<file path="config.mk">
export PLATFORM = sky130hd
export DESIGN_NAME = cpu_bus_bridge
export DESIGN_NICKNAME = d
export VERILOG_FILES = /design/src/rtl/cbb_pkg.sv /design/src/rtl/cbb_rstseq.sv /design/src/rtl/cbb_ctrl.sv /design/src/rtl/cbb_dpath.sv /design/src/rtl/cpu_bus_bridge.sv
export SDC_FILE = /design/constraint.sdc
export NUM_CORES = 1
export LEC_CHECK = 0
export ABC_AREA = 1
export BUFFER_PORTS_ARGS = -buffer_cell sky130_fd_sc_hd__buf_2
export CORE_AREA = 2 2 124 96
export DETAILED_ROUTE_END_ITERATION = 12
export DIE_AREA = 0 0 126 98
export PLACE_DENSITY = 0.75
export SYNTH_ARGS = -nofsm -noshare
export SYNTH_HDL_FRONTEND = slang
export SYNTH_SLANG_ARGS = --single-unit
</file>
<file path="constraint.sdc">
create_clock -name clk -period 2.2 [get_ports clk]
set_clock_uncertainty 0.1 [all_clocks]
set_input_delay 0.44 -clock clk [delete_from_list [all_inputs] [get_ports clk]]
set_output_delay 0.44 -clock clk [all_outputs]
set_load 0.005 [all_outputs]
</file>
<file path="src/rtl/cbb_pkg.sv">
package cbb_pkg;

  typedef enum logic [1:0] {
    ST_IDLE = 2'd0,
    ST_IB   = 2'd1,
    ST_PER  = 2'd2,
    ST_ACK  = 2'd3
  } busSt_t;

  // strobes from control to datapath
  typedef struct packed {
    logic issue;     // capture write data, lanes and word index
    logic capIb;     // capture internal read data
    logic capPer;    // capture peripheral read data
    logic ibActive;  // internal request is live
    logic rdCycle;   // current access is a read
  } ctlStrb_t;

endpackage

</file>
<file path="src/rtl/cbb_rstseq.sv">
module cbb_rstseq #(
  parameter int COLD_CYC  = 64,
  parameter int WARM_GAP  = 16,
  parameter int MODE_HOLD = 4,
  parameter logic       MODE_GNT = 1'b0,
  parameter logic [3:0] MODE_INT = 4'b1001
) (
  input  logic       clk,
  input  logic       rst_n,
  input  logic       irIrqN,
  input  logic       audIrqN,
  output logic       cpuColdRstN,
  output logic       cpuRstN,
  output logic       cpuGntN,
  output logic [3:0] cpuIntN,
  output logic       busEn
);
  localparam int WARM_AT = COLD_CYC + WARM_GAP;
  localparam int DONE_AT = WARM_AT + MODE_HOLD;
  localparam int CW      = $clog2(DONE_AT + 1);

  logic [CW-1:0] seqCnt;
  logic          modeDrv;

  always_ff @(posedge clk or negedge rst_n) begin
    if (!rst_n)                      seqCnt <= '0;
    else if (seqCnt != CW'(DONE_AT)) seqCnt <= seqCnt + 1'b1;
  end

  assign cpuColdRstN = (seqCnt >= CW'(COLD_CYC));
  assign cpuRstN     = (seqCnt >= CW'(WARM_AT));
  assign modeDrv     = (seqCnt <  CW'(DONE_AT));
  assign busEn       = cpuRstN;

  assign cpuGntN = modeDrv ? MODE_GNT : 1'b1;
  assign cpuIntN = modeDrv ? MODE_INT : {2'b11, audIrqN, irIrqN};

  AST_COLD_INSIDE_WARM: assert property (@(posedge clk) disable iff (!rst_n)
    !cpuColdRstN |-> !cpuRstN);
  AST_MODE_DURING_WARM: assert property (@(posedge clk) disable iff (!rst_n)
    !cpuRstN |-> (cpuIntN == MODE_INT && cpuGntN == MODE_GNT));
  AST_COLD_STAYS_HIGH: assert property (@(posedge clk) disable iff (!rst_n)
    cpuColdRstN |=> cpuColdRstN);

endmodule

</file>
<file path="src/rtl/cbb_ctrl.sv">
module cbb_ctrl
  import cbb_pkg::*;
#(
  parameter int PER_CYC = 4
) (
  input  logic     clk,
  input  logic     rst_n,
  input  logic     busEn,
  input  logic     cpuCipN,
  input  logic     cpuRdN,
  input  logic     cpuWrN,
  input  logic     perHit,
  input  logic     ibAck,
  output logic     ibReq,
  output logic     perCsN,
  output logic     perRdN,
  output logic     perWrN,
  output logic     cpuAckN,
  output logic     cpuAdOe,
  output ctlStrb_t strb
);
  localparam int PW = (PER_CYC > 1) ? $clog2(PER_CYC) : 1;

  busSt_t        st;
  logic [PW-1:0] perCnt;
  logic          rdQ;
  logic          startReq;

  assign startReq = busEn && !cpuCipN && (!cpuRdN || !cpuWrN);

  always_ff @(posedge clk or negedge rst_n) begin
    if (!rst_n) begin
      st     <= ST_IDLE;
      perCnt <= '0;
      rdQ    <= 1'b0;
      ibReq  <= 1'b0;
      perCsN <= 1'b1;
      perRdN <= 1'b1;
      perWrN <= 1'b1;
    end else begin
      unique case (st)
        ST_IDLE: if (startReq) begin
          rdQ <= !cpuRdN;
          if (perHit) begin
            st     <= ST_PER;
            perCnt <= PW'(PER_CYC - 1);
            perCsN <= 1'b0;
            perRdN <= cpuRdN;
            perWrN <= !cpuRdN;
          end else begin
            st    <= ST_IB;
            ibReq <= 1'b1;
          end
        end
        ST_IB: if (ibAck) begin
          ibReq <= 1'b0;
          st    <= ST_ACK;
        end
        ST_PER: begin
          if (perCnt == '0) begin
            perCsN <= 1'b1;
            perRdN <= 1'b1;
            perWrN <= 1'b1;
            st     <= ST_ACK;
          end else begin
            perCnt <= perCnt - 1'b1;
          end
        end
        ST_ACK: st <= ST_IDLE;
        default: st <= ST_IDLE;
      endcase
    end
  end

  assign cpuAckN = (st != ST_ACK);
  assign cpuAdOe = (st == ST_ACK) && rdQ;

  always_comb begin
    strb          = '0;
    strb.issue    = (st == ST_IDLE) && startReq;
    strb.capIb    = (st == ST_IB) && ibAck;
    strb.capPer   = (st == ST_PER) && (perCnt == '0);
    strb.ibActive = ibReq;
    strb.rdCycle  = rdQ;
  end

  AST_ACK_SINGLE: assert property (@(posedge clk) disable iff (!rst_n)
    !cpuAckN |=> cpuAckN);
  AST_REQ_HOLD: assert property (@(posedge clk) disable iff (!rst_n)
    (ibReq && !ibAck) |=> ibReq);
  AST_REQ_DROP: assert property (@(posedge clk) disable iff (!rst_n)
    (ibReq && ibAck) |=> !ibReq);
  AST_PER_NO_IB: assert property (@(posedge clk) disable iff (!rst_n)
    !perCsN |-> !ibReq);
  AST_PER_MIN_LEN: assert property (@(posedge clk) disable iff (!rst_n)
    $fell(perCsN) |=> !perCsN);
  AST_QUIET_IN_RESET: assert property (@(posedge clk) disable iff (!rst_n)
    !busEn |-> (!ibReq && perCsN && cpuAckN));
  AST_OE_READ_ONLY: assert property (@(posedge clk) disable iff (!rst_n)
    cpuAdOe |-> !cpuAckN);

endmodule

</file>
<file path="src/rtl/cbb_dpath.sv">
module cbb_dpath
  import cbb_pkg::*;
#(
  parameter logic [31:0] PER_BASE = 32'h1F00_0000,
  parameter logic [31:0] PER_MASK = 32'hFF00_0000
) (
  input  logic        clk,
  input  logic        rst_n,
  input  ctlStrb_t    strb,
  input  logic [31:0] cpuAdIn,
  input  logic [1:0]  cpuWordIdx,
  input  logic [3:0]  cpuBeN,
  input  logic        cpuAle,
  input  logic [31:0] ibDin,
  input  logic [7:0]  perDin,
  output logic [31:0] cpuAdOut,
  output logic [31:2] ibAddr,
  output logic [31:0] ibDout,
  output logic        ibRdN,
  output logic [3:0]  ibWrN,
  output logic [1:0]  perAddr,
  output logic [7:0]  perDout,
  output logic        perHit
);
  logic [31:4] addrHi;
  logic [1:0]  wordQ;
  logic [3:0]  beNQ;
  logic [31:0] wdataQ;
  logic [31:0] rdataQ;

  always_ff @(posedge clk or negedge rst_n) begin
    if (!rst_n) begin
      addrHi <= '0;
      wordQ  <= '0;
      beNQ   <= '1;
      wdataQ <= '0;
      rdataQ <= '0;
    end else begin
      if (cpuAle) addrHi <= cpuAdIn[31:4];
      if (strb.issue) begin
        wordQ  <= cpuWordIdx;
        beNQ   <= cpuBeN;
        wdataQ <= cpuAdIn;
      end
      if (strb.capIb)       rdataQ <= ibDin;
      else if (strb.capPer) rdataQ <= {24'h0, perDin};
    end
  end

  assign perHit   = (({addrHi, 4'h0} & PER_MASK) == (PER_BASE & PER_MASK));
  assign ibAddr   = {addrHi, wordQ};
  assign ibDout   = wdataQ;
  assign ibRdN    = !(strb.ibActive && strb.rdCycle);
  assign ibWrN    = (strb.ibActive && !strb.rdCycle) ? beNQ : 4'hF;
  assign cpuAdOut = rdataQ;
  assign perAddr  = wordQ;
  assign perDout  = wdataQ[7:0];

  AST_ONE_DIRECTION: assert property (@(posedge clk) disable iff (!rst_n)
    (ibWrN != 4'hF) |-> ibRdN);
  AST_ADDR_HOLD: assert property (@(posedge clk) disable iff (!rst_n)
    (strb.ibActive && $past(strb.ibActive)) |-> $stable(ibAddr));

endmodule

</file>
<file path="src/rtl/cpu_bus_bridge.sv">
module cpu_bus_bridge
  import cbb_pkg::*;
#(
  parameter int          COLD_CYC  = 64,
  parameter int          WARM_GAP  = 16,
  parameter int          MODE_HOLD = 4,
  parameter logic        MODE_GNT  = 1'b0,
  parameter logic [3:0]  MODE_INT  = 4'b1001,
  parameter int          PER_CYC   = 4,
  parameter logic [31:0] PER_BASE  = 32'h1F00_0000,
  parameter logic [31:0] PER_MASK  = 32'hFF00_0000
) (
  input  logic        clk,
  input  logic        rst_n,
  input  logic [31:0] cpuAdIn,
  output logic [31:0] cpuAdOut,
  output logic        cpuAdOe,
  input  logic [1:0]  cpuWordIdx,
  input  logic [3:0]  cpuBeN,
  input  logic        cpuAle,
  input  logic        cpuCipN,
  input  logic        cpuRdN,
  input  logic        cpuWrN,
  output logic        cpuAckN,
  output logic        cpuColdRstN,
  output logic        cpuRstN,
  output logic        cpuGntN,
  output logic [3:0]  cpuIntN,
  input  logic        irIrqN,
  input  logic        audIrqN,
  output logic [31:2] ibAddr,
  output logic [31:0] ibDout,
  input  logic [31:0] ibDin,
  output logic        ibReq,
  output logic        ibRdN,
  output logic [3:0]  ibWrN,
  input  logic        ibAck,
  output logic        perCsN,
  output logic        perRdN,
  output logic        perWrN,
  output logic [1:0]  perAddr,
  output logic [7:0]  perDout,
  input  logic [7:0]  perDin
);
  ctlStrb_t strb;
  logic     busEn;
  logic     perHit;

  cbb_rstseq #(
    .COLD_CYC(COLD_CYC), .WARM_GAP(WARM_GAP), .MODE_HOLD(MODE_HOLD),
    .MODE_GNT(MODE_GNT), .MODE_INT(MODE_INT)
  ) u_rstseq (
    .clk(clk), .rst_n(rst_n), .irIrqN(irIrqN), .audIrqN(audIrqN),
    .cpuColdRstN(cpuColdRstN), .cpuRstN(cpuRstN), .cpuGntN(cpuGntN),
    .cpuIntN(cpuIntN), .busEn(busEn)
  );

  cbb_ctrl #(.PER_CYC(PER_CYC)) u_ctrl (
    .clk(clk), .rst_n(rst_n), .busEn(busEn), .cpuCipN(cpuCipN),
    .cpuRdN(cpuRdN), .cpuWrN(cpuWrN), .perHit(perHit), .ibAck(ibAck),
    .ibReq(ibReq), .perCsN(perCsN), .perRdN(perRdN), .perWrN(perWrN),
    .cpuAckN(cpuAckN), .cpuAdOe(cpuAdOe), .strb(strb)
  );

  cbb_dpath #(.PER_BASE(PER_BASE), .PER_MASK(PER_MASK)) u_dpath (
    .clk(clk), .rst_n(rst_n), .strb(strb), .cpuAdIn(cpuAdIn),
    .cpuWordIdx(cpuWordIdx), .cpuBeN(cpuBeN), .cpuAle(cpuAle),
    .ibDin(ibDin), .perDin(perDin), .cpuAdOut(cpuAdOut), .ibAddr(ibAddr),
    .ibDout(ibDout), .ibRdN(ibRdN), .ibWrN(ibWrN), .perAddr(perAddr),
    .perDout(perDout), .perHit(perHit)
  );

endmodule

</file>
==> impl_metrics.tcl <==
set metrics [dict create \
    synth_ff_type "dfrtp_1" \
    synth_cell_type_count 26 \
    drive_gt1_frac 0.340 \
    ant_nets 0 \
    grt_pass1_vias 4072 \
    finalHoldViolations 0 \
    rsz0062_at_grt "false" \
    clockBufferDepth 2 \
    coreArea_um2 11200 \
    grt_pass1_wl_mm 19.9 \
    timing.fmax_mhz 494 \
    ios 209 \
    die_w_um 126 \
    setup_viol 0 \
    initialDrtViolationCount 235 \
    fin_crit_sh 0.919 \
    place_area_um2 5980 \
    synth-seq-cells 114 \
    cts_setup_buffers 0 \
    dr.pass1.iters 4 \
    cts_tree "yes" \
    path_max_fanout 4 \
    ir_drop_v 0.000528 \
    yosysWarnings 0 \
    grt_util_all_layers 0.198 \
    insertion_delay_ns 0.40 \
    power_density_nw_per_um2 820 \
    synth_fp_nets 639 \
    antenna_found_initial 0 \
    initial_core_util 0.434 \
    clk_pin_slew_ns 0.05 \
    final_common_cell "buf_2" \
    grt_overflow 0 \
    nFillCells 980 \
    grt_max_degree 53 \
    postSynth.asyncResetShare 1.00 \
    worstSetupPathType "register to output port" \
    viasPerCell 4.74 \
    dp_hpwl_mm 8.57 \
    cts.htree.levels 4 \
    wirelength_mm 11.8 \
    core.rowCount 34 \
    power.leakage_uw 0.00371 \
    syn-cell-area_um2 4870 \
    fin_nets 836 \
    crit_arrival_ns 1.48 \
    ys_seq_area_frac 0.588 \
    hold_path.class "primary input to register" \
    syn_inst 545 \
    tns_ns 0 \
    drc 0 \
    maxCapViolCount 0 \
    area_growth_pct 36.1 \
    cp-start-kind "register" \
    drv_slew 0 \
    die-height_um 98 \
    end_kind "output port" \
    numCtsBuffers 17 \
    io_buffers 207 \
    via_count 4258 \
    place.gp.congestion 0.838 \
    whs_ns 0.140 \
    wl_per_cell_um 13.2 \
    total_power_uw 5430 \
    status "finished clean" \
    fin_crit_ns 2.02 \
    fin_area_um2 6630 \
    clock-sinks 114 \
    cp.required_ns 1.66 \
    final_cell_mix "206 x buf_2, 139 x nand2_1, 107 x dfrtp_1, 60 x inv_1, 40 x o21ai_0" \
    die_area_um2 12300 \
    synth_edf_count 0 \
    avgSynthCellArea_um2 8.94 \
    num_antenna_cells 0 \
    clock-root-buffer "clkbuf_16" \
]
stage by stage:
step,std cells,setup slack [ns],utilization
final,899,0.178,0.590
after global routing,899,0.0245,0.590
after detailed placement,866,0.321,0.532
after global placement,866,0.444,0.532
after floorplan,545,0.702,-
after CTS,899,0.0718,0.590
Yosys cell counts, types with 2 or more instances:
cell type,number,area share
clkbuf_1,10,0.0077
nor2_1,37,0.029
buf_2,7,0.0072
nand2_2,2,0.0026
ha_1,7,0.018
a21oi_1,28,0.029
o21ai_0,41,0.042
or2_2,3,0.0039
buf_1,5,0.0039
nand2_1,139,0.11
nand4_1,6,0.0077
buf_4,12,0.019
inv_1,60,0.046
buf_6,3,0.0069
dfrtp_1,107,0.55
o21ai_1,20,0.021
nand3b_1,4,0.0062
xnor2_1,2,0.0036
nand3_1,35,0.036
xor2_1,4,0.0072
dfstp_2,7,0.038
nor3_1,2,0.0021
sequential cells by signal (all words and copies together) (netlist names):
name / count
u_dpath.cpuAdOut: 32
u_dpath.perAddr: 2
u_dpath.ibDout: 32
u_ctrl.perCnt: 2
u_dpath.addrHi: 28
u_ctrl.perRdN: 1
u_ctrl.st: 2
u_ctrl.ibReq: 1
u_ctrl.rdQ: 1
u_ctrl.perWrN: 1
u_rstseq.seqCnt: 7
u_ctrl.perCsN: 1
u_dpath.beNQ: 4
power breakdown:
part | leakage [uW] | switching, uW | internal [uW]
logic | 0.00194 | 157 | 135
registers | 0.00146 | 30.1 | 2150
clock network | 0.000308 | 919 | 2040
total | 0.00371 | 1110 | 4320
cell type report:
class | instances | area, um^2 | area share
tap | 144 | 180 | 0.0272
inverter | 60 | 225 | 0.0340
sequential | 114 | 2860 | 0.432
timing repair buffer | 215 | 1150 | 0.174
multi-input combinational | 334 | 1570 | 0.237
clock inverter | 10 | 181 | 0.0274
clock buffer | 22 | 454 | 0.0685
timing repair:
item,4_1_cts,5_1_grt
hold endpoints to repair,30,0
resized for setup,0,2
setup endpoints to repair,0,2
hold buffers,1,0
critical path: stages, from the launching register on:
cell     delay [ns]
dfrtp_1        0.40
nand2_1        0.11
nor3_2         0.15
nand2_1        0.11
nand2_1        0.14
nand2_1        0.06
buf_2          0.12
metal layers:
layer / track usage / up-vias / wire [um]
li1: - / 2116 / -
met1: 0.257 / 1994 / 5080
met2: 0.324 / 127 / 5960
met3: 0.0444 / 21 / 577
met4: 0.0786 / 0 / 224
met5: 0 / - / 0
cells by family after synthesis:
| kind of cell | Yosys count | synth area share |
|---|---|---|
| simple gates | 229 | 0.198 |
| flops | 114 | 0.588 |
| buf+inv | 97 | 0.0904 |
| compound gates | 91 | 0.0948 |
| fa+ha+maj | 7 | 0.0180 |
| xor+xnor | 6 | 0.0108 |
| other cells | 1 | 0.000770 |
worst paths after layout:
path | end | depth (start not counted) | slack, ns | startpoint
max | cpuIntN[0] | 6 | 0.18 | u_rstseq.seqCnt[6]
min | u_dpath.cpuAdOut[14] | 3 | 0.14 | ibDin[14]
max reg2reg | u_dpath.cpuAdOut[2] | 7 | 0.36 | u_ctrl.st[1]
min reg2reg | u_ctrl.perCsN | 2 | 0.36 | u_ctrl.perCsN
max in group asynchronous | u_ctrl.perRdN | 3 | 0.94 | rst_n
min in group asynchronous | u_dpath.ibDout[14] | 2 | 0.42 | rst_n
No activity file was read; power rests on OpenSTA's default activity.
